### config.mk
export PLATFORM = sky130hd
export DESIGN_NAME = pw_walker
export DESIGN_NICKNAME = d
export VERILOG_FILES = /design/src/rtl/pw_pkg.sv /design/src/rtl/pw_index_sel.sv /design/src/rtl/pw_entry_dec.sv /design/src/rtl/pw_ctrl.sv /design/src/rtl/pw_walker.sv
export SDC_FILE = /design/constraint.sdc
export NUM_CORES = 1
export LEC_CHECK = 0
export BUFFER_PORTS_ARGS = -buffer_cell sky130_fd_sc_hd__buf_4
export CORE_ASPECT_RATIO = 1.4
export CORE_MARGIN = 2
export CORE_UTILIZATION = 45
export DETAILED_ROUTE_END_ITERATION = 10
export PLACE_DENSITY = 0.78
export SLEW_MARGIN = 5
export SYNTH_ARGS = -nofsm -noshare
export SYNTH_HDL_FRONTEND = slang
export SYNTH_SLANG_ARGS = --single-unit
### constraint.sdc
create_clock -name clk -period 3.25 [get_ports clk]
set_input_delay 0.65 -clock clk [delete_from_list [all_inputs] [get_ports clk]]
set_output_delay 0.65 -clock clk [all_outputs]
set_load 0.01 [all_outputs]
### src/rtl/pw_pkg.sv
package pw_pkg;

    // Entry layout shared by all levels
    localparam int ENTRY_W     = 64;
    localparam int ENTRY_SHIFT = 3;   // 8-byte entries
    localparam int PRESENT_BIT = 0;
    localparam int RO_BIT      = 1;

    typedef enum logic [1:0] {
        FLT_NONE = 2'd0,
        FLT_PAGE = 2'd1,
        FLT_PROT = 2'd2
    } fault_e;

    typedef enum logic [1:0] {
        ST_IDLE,
        ST_ISSUE,
        ST_WAIT,
        ST_DONE
    } walk_st_e;

    // A table of 2**idx_w entries fills exactly one page
    function automatic int ofs_width(input int idx_w);
        return idx_w + ENTRY_SHIFT;
    endfunction

endpackage

### src/rtl/pw_index_sel.sv
module pw_index_sel #(
    parameter int LEVELS = 4,
    parameter int IDX_W  = 9,
    parameter int OFS_W  = pw_pkg::ofs_width(IDX_W),
    parameter int VA_W   = OFS_W + LEVELS * IDX_W,
    parameter int LVL_W  = $clog2(LEVELS)
) (
    input  logic [VA_W-1:0]  va,
    input  logic [LVL_W-1:0] lvl,
    output logic [IDX_W-1:0] idx
);

    logic [IDX_W-1:0] field [LEVELS];

    // Level 0 takes the highest slice
    for (genvar g = 0; g < LEVELS; g++) begin : g_field
        assign field[g] = va[OFS_W + IDX_W*(LEVELS-1-g) +: IDX_W];
    end

    assign idx = field[lvl];

endmodule

### src/rtl/pw_entry_dec.sv
module pw_entry_dec #(
    parameter int PA_W  = 52,
    parameter int OFS_W = 12,
    parameter int PPN_W = PA_W - OFS_W
) (
    input  logic [pw_pkg::ENTRY_W-1:0] data,
    output logic                       present,
    output logic                       ro,
    output logic [PPN_W-1:0]           ppn
);
    import pw_pkg::*;

    logic unused_bits;

    assign present     = data[PRESENT_BIT];
    assign ro          = data[RO_BIT];
    assign ppn         = data[OFS_W +: PPN_W];
    assign unused_bits = ^{data[ENTRY_W-1:PA_W], data[OFS_W-1:RO_BIT+1]};

endmodule

### src/rtl/pw_ctrl.sv
module pw_ctrl #(
    parameter int LEVELS = 4,
    parameter int IDX_W  = 9,
    parameter int PA_W   = 52,
    parameter int OFS_W  = pw_pkg::ofs_width(IDX_W),
    parameter int VA_W   = OFS_W + LEVELS * IDX_W,
    parameter int PPN_W  = PA_W - OFS_W,
    parameter int LVL_W  = $clog2(LEVELS)
) (
    input  logic             clk,
    input  logic             rst,
    input  logic             req_valid,
    output logic             req_ready,
    input  logic [VA_W-1:0]  va_in,
    input  logic             wr_in,
    input  logic [PPN_W-1:0] root_ppn,
    input  logic             rsp_valid,
    input  logic             ent_present,
    input  logic             ent_ro,
    input  logic [PPN_W-1:0] ent_ppn,
    output logic             rd_valid,
    output logic [LVL_W-1:0] cur_lvl,
    output logic [VA_W-1:0]  cur_va,
    output logic [PPN_W-1:0] tbl_ppn,
    output logic             resp_valid,
    output logic [PA_W-1:0]  resp_paddr,
    output pw_pkg::fault_e   resp_fault,
    output logic [LVL_W-1:0] resp_level
);
    import pw_pkg::*;

    localparam logic [LVL_W-1:0] LAST = LVL_W'(LEVELS - 1);

    walk_st_e st;
    logic     wr_q;

    always_ff @(posedge clk) begin
        if (rst) begin
            st         <= ST_IDLE;
            cur_lvl    <= '0;
            cur_va     <= '0;
            tbl_ppn    <= '0;
            wr_q       <= 1'b0;
            resp_paddr <= '0;
            resp_fault <= FLT_NONE;
            resp_level <= '0;
        end else begin
            case (st)
                ST_IDLE: begin
                    if (req_valid) begin
                        cur_va  <= va_in;
                        wr_q    <= wr_in;
                        tbl_ppn <= root_ppn;
                        cur_lvl <= '0;
                        st      <= ST_ISSUE;
                    end
                end
                ST_ISSUE: st <= ST_WAIT;
                ST_WAIT: begin
                    if (rsp_valid) begin
                        if (!ent_present) begin
                            resp_fault <= FLT_PAGE;
                            resp_level <= cur_lvl;
                            resp_paddr <= '0;
                            st         <= ST_DONE;
                        end else if (cur_lvl == LAST) begin
                            resp_level <= cur_lvl;
                            if (wr_q && ent_ro) begin
                                resp_fault <= FLT_PROT;
                                resp_paddr <= '0;
                            end else begin
                                resp_fault <= FLT_NONE;
                                resp_paddr <= {ent_ppn, cur_va[OFS_W-1:0]};
                            end
                            st <= ST_DONE;
                        end else begin
                            tbl_ppn <= ent_ppn;
                            cur_lvl <= cur_lvl + 1'b1;
                            st      <= ST_ISSUE;
                        end
                    end
                end
                default: st <= ST_IDLE;
            endcase
        end
    end

    assign req_ready  = (st == ST_IDLE);
    assign rd_valid   = (st == ST_ISSUE);
    assign resp_valid = (st == ST_DONE);

endmodule

### src/rtl/pw_walker.sv
module pw_walker #(
    parameter int LEVELS = 4,
    parameter int IDX_W  = 9,
    parameter int PA_W   = 52,
    parameter int OFS_W  = pw_pkg::ofs_width(IDX_W),
    parameter int VA_W   = OFS_W + LEVELS * IDX_W,
    parameter int PPN_W  = PA_W - OFS_W,
    parameter int LVL_W  = $clog2(LEVELS)
) (
    input  logic                       clk,
    input  logic                       rst,
    input  logic                       root_wr,
    input  logic [PPN_W-1:0]           root_ppn_in,
    input  logic                       req_valid,
    output logic                       req_ready,
    input  logic [VA_W-1:0]            req_vaddr,
    input  logic                       req_write,
    output logic                       mem_rd_valid,
    output logic [PA_W-1:0]            mem_rd_addr,
    input  logic                       mem_rsp_valid,
    input  logic [pw_pkg::ENTRY_W-1:0] mem_rsp_data,
    output logic                       resp_valid,
    output logic [PA_W-1:0]            resp_paddr,
    output logic [1:0]                 resp_fault,
    output logic [LVL_W-1:0]           resp_level
);
    import pw_pkg::*;

    logic [PPN_W-1:0] root_q;
    logic [PPN_W-1:0] tbl_ppn;
    logic [PPN_W-1:0] ent_ppn;
    logic [VA_W-1:0]  cur_va;
    logic [LVL_W-1:0] cur_lvl;
    logic [IDX_W-1:0] idx;
    logic             ent_present;
    logic             ent_ro;
    fault_e           fault;

    always_ff @(posedge clk) begin
        if (rst)          root_q <= '0;
        else if (root_wr) root_q <= root_ppn_in;
    end

    pw_index_sel #(
        .LEVELS(LEVELS), .IDX_W(IDX_W), .OFS_W(OFS_W), .VA_W(VA_W), .LVL_W(LVL_W)
    ) u_idx (
        .va(cur_va), .lvl(cur_lvl), .idx(idx)
    );

    pw_entry_dec #(
        .PA_W(PA_W), .OFS_W(OFS_W), .PPN_W(PPN_W)
    ) u_dec (
        .data(mem_rsp_data), .present(ent_present), .ro(ent_ro), .ppn(ent_ppn)
    );

    pw_ctrl #(
        .LEVELS(LEVELS), .IDX_W(IDX_W), .PA_W(PA_W), .OFS_W(OFS_W),
        .VA_W(VA_W), .PPN_W(PPN_W), .LVL_W(LVL_W)
    ) u_ctrl (
        .clk(clk), .rst(rst),
        .req_valid(req_valid), .req_ready(req_ready),
        .va_in(req_vaddr), .wr_in(req_write), .root_ppn(root_q),
        .rsp_valid(mem_rsp_valid), .ent_present(ent_present),
        .ent_ro(ent_ro), .ent_ppn(ent_ppn),
        .rd_valid(mem_rd_valid), .cur_lvl(cur_lvl), .cur_va(cur_va),
        .tbl_ppn(tbl_ppn),
        .resp_valid(resp_valid), .resp_paddr(resp_paddr),
        .resp_fault(fault), .resp_level(resp_level)
    );

    // Entry address: table page joined with scaled index
    assign mem_rd_addr = {tbl_ppn, idx, {ENTRY_SHIFT{1'b0}}};
    assign resp_fault  = fault;

endmodule

== Yosys cells after proc, flatten, opt, wreduce, memory -nomap -nowiden ==
Cells that the tools add are included.

* Register bits: 189
* Bits of input ports: 158
* Output and inout port bits: 111

* $add $sub $neg: 1
* Order comparisons: 1
* Equality and inequality tests: 9
* Muxes and demuxes: 26
* Bitwise operators: 1
* Reductions and logical operators: 7

{| class="wikitable"
|+ Operator list
! kind !! count
|-
| 40-bit 2-to-1 mux || 4
|-
| 52-bit 2-to-1 mux || 3
|-
| 40-bit case mux with 2 select lines || 1
|-
| 2-bit 2-to-1 mux || 13
|-
| 9-bit binary-select mux with 2-bit select || 1
|-
| 9-bit 2-to-1 mux || 2
|-
| 2-bit != test (second input constant) || 4
|-
| 2-bit equality test (second input constant) || 3
|-
| 2-bit case mux with 3 select lines || 1
|-
| 5-bit AND reduction || 1
|-
| 2-bit case mux with 2 select lines || 1
|-
| 2-bit AND reduction || 2
|-
| 3-bit greater-or-equal comparator (second input constant) || 1
|-
| 2-bit inverter with 3-bit output || 1
|-
| 3-bit AND reduction || 1
|-
| 2-bit by 1-bit adder with 2-bit output (second input constant) || 1
|-
| 2-bit by 1-bit equality test with 1-bit output (second input constant) || 1
|-
| 2-bit logical NOT || 1
|-
| 2-bit by 1-bit != test with 1-bit output (second input constant) || 1
|-
| 2-bit nonzero test || 1
|-
| 1-bit logical AND || 1
|}

== Depth between registers and ports, before layout ==
* Word-level depth: 5
* Mapped depth: 7

== Cells and area by module ==
A second synthesis with hierarchy kept.

* Cell total of the unflattened synthesis: 919
* Area total of the unflattened synthesis: 8,246.7 um^2

{| class="wikitable"
|+ Modules (own cells, without submodules)
! module !! times used !! cells an instance !! area each (um^2) !! sequential area each (um^2)
|-
| pw_ctrl || 1 || 733 || 6,228.5 || 2,982.9
|-
| pw_walker || 1 || 133 || 1,483.9 || 800.8
|-
| pw_entry_dec || 1 || 42 || 315.3 || 0.0
|-
| pw_index_sel || 1 || 11 || 219.0 || 0.0
|}

== Worst setup path after synthesis ==
Ideal clock, no wire load.

* Path type: reg-to-output
* From: register u_ctrl.cur_lvl[0]
* To: output mem_rd_addr[10]
* Arrival time: 1,247 ps
* Data required time: 2,600 ps
* Setup slack: 1,353 ps
* Stages on the path, launching flop included: 3
* Path buffers: 1
* Cells stage by stage: dfxtp_1 buf_2 mux4_2

* Word-level cells in the longest chain between the ends: 4

{| class="wikitable"
|+ Ends and longest elaborated chain
! element !! line !! source
|-
| start, declared || pw_ctrl.sv:22 || <nowiki>output logic [LVL_W-1:0] cur_lvl,</nowiki>
|-
| start signal, assigned || pw_ctrl.sv:78 || <nowiki>cur_lvl <= cur_lvl + 1'b1;</nowiki>
|-
| 2-bit inverter with 3-bit output (implied by the code) || pw_index_sel.sv:20 || <nowiki>assign idx = field[lvl];</nowiki>
|-
| 9-bit binary-select mux with 2-bit select || pw_index_sel.sv:20 ||
|-
| 9-bit 2-to-1 mux (implied by the code) (2 in series) || pw_index_sel.sv:20 ||
|-
| end, declared || pw_walker.sv:19 || <nowiki>output logic [PA_W-1:0] mem_rd_addr,</nowiki>
|}

No other way between the ends. The select of a mux whose other input is x is not followed.

== Worst setup path in the final report ==
* From: register u_ctrl.cur_lvl[0]
* To: output mem_rd_addr[3]

The elaborated chain is that of the path after synthesis.

==> metrics.yaml <==
pwr:
  p_sw_frac: 0.272
  p_leak_nw: 4.31
  p_per_area_nw_per_um2: 516
  power_frac_seq: 0.472
  p_sw_w: 0.00146
  intPower_w: 0.00389
  max-vdd-ir-drop_mv: 0.393
  share_comb_of_total_power: 0.147
  clkPwrFrac: 0.381
die:
  start_util: 0.456
  die_y_um: 160
  dieWidth_um: 116
  design.core.area_um2: 17300
  top_level_ports: 269
  core.rowCount: 57
  die_area_um2: 18600
sta:
  max_freq_mhz: 424
  fin_setup_tns_ns: 0
  period_share: 0.726
  maxSlewHeadroom: 0.508
  worstMarginPinSlew_ns: 0.738
  finalCriticalPeriod_ns: 2.36
  skew_ns: 0.0104
  timing_hold_violations_final: 0
  rsz0062_at_grt: "false"
  final-setup-viol-count: 0
  slew_viol_final: 0
  layout_setup_ws_ns: 0.890
setup_path:
  crit_family: "multiplexers"
  max_stage_delay_ns: 0.54
  end_kind: "output pin"
  cp.required_ns: 2.60
  r2r_start: "u_ctrl.st[1]"
  path_buf_inv: 2
  startpoint: "u_ctrl.cur_lvl[0]"
  crit_type: "flip-flop to output pin"
  worstPathCellList: "buf_4, mux4_2, buf_4"
  cp.arrival_ns: 1.71
  path_common_cell: "buf_4"
  reg2reg_slack_ns: 0.91
  cp_slowest_cell: "mux4_2"
  crit_fanout: 13
  cp-start-kind: "flip-flop"
synth:
  synthDistinctLibCells: 37
  synth_top_cell_by_area: "dfxtp_1"
  synth_area_leaders: "dfxtp_1 48%, a211oi_1 7.7%, a21oi_1 6.7%, mux2_1 5.4%, mux2i_1 5.1%"
  synth-seq-cells: 189
  synthCells: 880
  synth_top_area_frac: 0.481
  synth_warnings: 0
  synth-seq-area-share: 0.481
  synthFlopType: "dfxtp_1"
  synthArstFlopShare: 0
  avgSynthCellArea_um2: 8.94
  mappedNetlistArea_um2: 7870
  synth_edf_count: 0
clocking:
  cts_root_buffer: "clkbuf_16"
  clock_sinks: 189
  cts_buffer_depth: 2
  cts_tree: "done"
  clk_pin_slew_worst_paths_ns: 0.07
  cts_resized: 0
  post_cts_buffers: 0
  numCtsBuffers: 17
  ctsHoldBuffers: 0
  htreeDepth: 4
  clkLatencyLatePin_ns: 0.43
global_route:
  grt_pass1_vias: 6940
  grt_pass1_wl_mm: 35.5
  grt_max_degree: 74
  grt_remaining_overflow: 0
  track_usage: 0.241
  antenna_found_initial: 0
cells_and_area:
  fillers: 1564
  multi_input_area_um2: 3550
  layout_commonest_cell: "buf_4"
  final_core_util: 0.601
  area_growth_pct: 31.8
  antennaDiodeCount: 0
  drive_above_1_share: 0.292
  fin_nets: 1228
  seqCellArea_um2: 3790
  layout_common_cells: "261 x buf_4, 187 x dfxtp_1, 106 x a21oi_1, 102 x nand2_1, 81 x a211oi_1"
  stdcell_area_um2: 10400
place:
  port_buffers: 243
  placed_cell_area_um2: 9790
  place_ws_ns: 0.871
  gp_routability_congestion: 0.808
  dp_hpwl_mm: 14.7
drt:
  wire_per_inst_um: 17.0
  num_vias: 7226
  drcViolationCount: 0
  drt_iter0_drc: 393
  avgViaCountPerCell: 5.48
  drtPass1Iterations: 5
  finalWirelength_mm: 22.4
  ant_nets: 0
min_path:
  hp-start: "u_ctrl.cur_va[41]"
  hp-class: "flip-flop to flip-flop"
status:
  status: "finished clean"
flow_run:
  maxCapViolations: 0
## registers in the layout, summed over array words and instances (netlist names)
signal / cells
u_ctrl.tbl_ppn: 40
u_ctrl.cur_lvl: 2
u_ctrl.resp_paddr: 52
u_ctrl.wr_q: 1
u_ctrl.resp_fault: 2
u_ctrl.st: 2
root_q: 40
u_ctrl.resp_level: 2
u_ctrl.cur_va: 48
## path summary, 6_finish.rpt
path	to	depth (start not counted)
worst max-delay path	mem_rd_addr[3]	3
worst min-delay path	u_ctrl.cur_va[41]	2
worst max register to register	u_ctrl.tbl_ppn[2]	4
worst min register to register	u_ctrl.cur_va[41]	2
## worst reg2reg max path: cells and delay by family, from the launching register on
family | cells | cell delay, ns
DFF | 1 | 0.75
and+or+nand+nor | 1 | 0.61
buffers and inverters | 1 | 0.46
AOI/OAI and AO/OA | 2 | 0.39
## power by group through the flow
stage | registers [W] | clock network (W) | logic [W]
after floorplan | 0.00258 | 0 | 0.000422
after global placement | 0.00257 | 0 | 0.000778
after detailed placement | 0.00258 | 0 | 0.000787
after CTS | 0.00252 | 0.00208 | 0.000791
after global routing | 0.00254 | 0.00218 | 0.000861
final | 0.00252 | 0.00204 | 0.000787
## area by class of cell
type                       count  share of cell area
clock buffer                  17              0.0410
clock inverter                15              0.0146
inverter                      44              0.0159
multi-input combinational    554               0.343
sequential                   189               0.365
tap                          236              0.0285
timing repair buffer         263               0.192
## kinds of logic (layout without fill, tap and decap cells)
kind of cell,Yosys count,count (layout),synth area share
fa+ha+maj,1,1,0.00159
mux,89,89,0.134
buf+inv,139,339,0.0722
other cells,1,3,0.000477
simple gates,212,212,0.125
compound gates,249,249,0.186
flops,189,189,0.481
## stage by stage
step / power, W / cells / hold slack, ns
4_1_cts: 0.00540 / 1318 / 0.437
6_report: 0.00535 / 1318 / 0.454
3_3_place_gp: 0.00335 / 1286 / 0.439
2_1_floorplan: 0.00300 / 882 / 0.433
5_1_grt: 0.00558 / 1318 / 0.439
3_5_place_dp: 0.00336 / 1286 / 0.445
## routing by layer
layer,GRT usage,vias up,wire length (um)
li1,-,3470,-
met4,0.101,0,709
met2,0.407,261,11300
met3,0.0536,44,1310
met5,0,-,0
met1,0.293,3451,9020
## Yosys cell counts (2+ instances only)
cell type and count:
mux2_2 2, mux2i_1 40, buf_1 6, o21ai_0 53
buf_2 22, buf_4 5, inv_1 43, nand3_1 4
nand2b_1 3, nor2_1 41, mux2_1 38, a211oi_1 81
a31oi_1 2, a21oi_1 106, o21ai_1 3, nand4_1 52
clkbuf_1 62, mux4_2 9, nand2_1 102, dfxtp_1 189
Power figures use the tool's default switching activity.
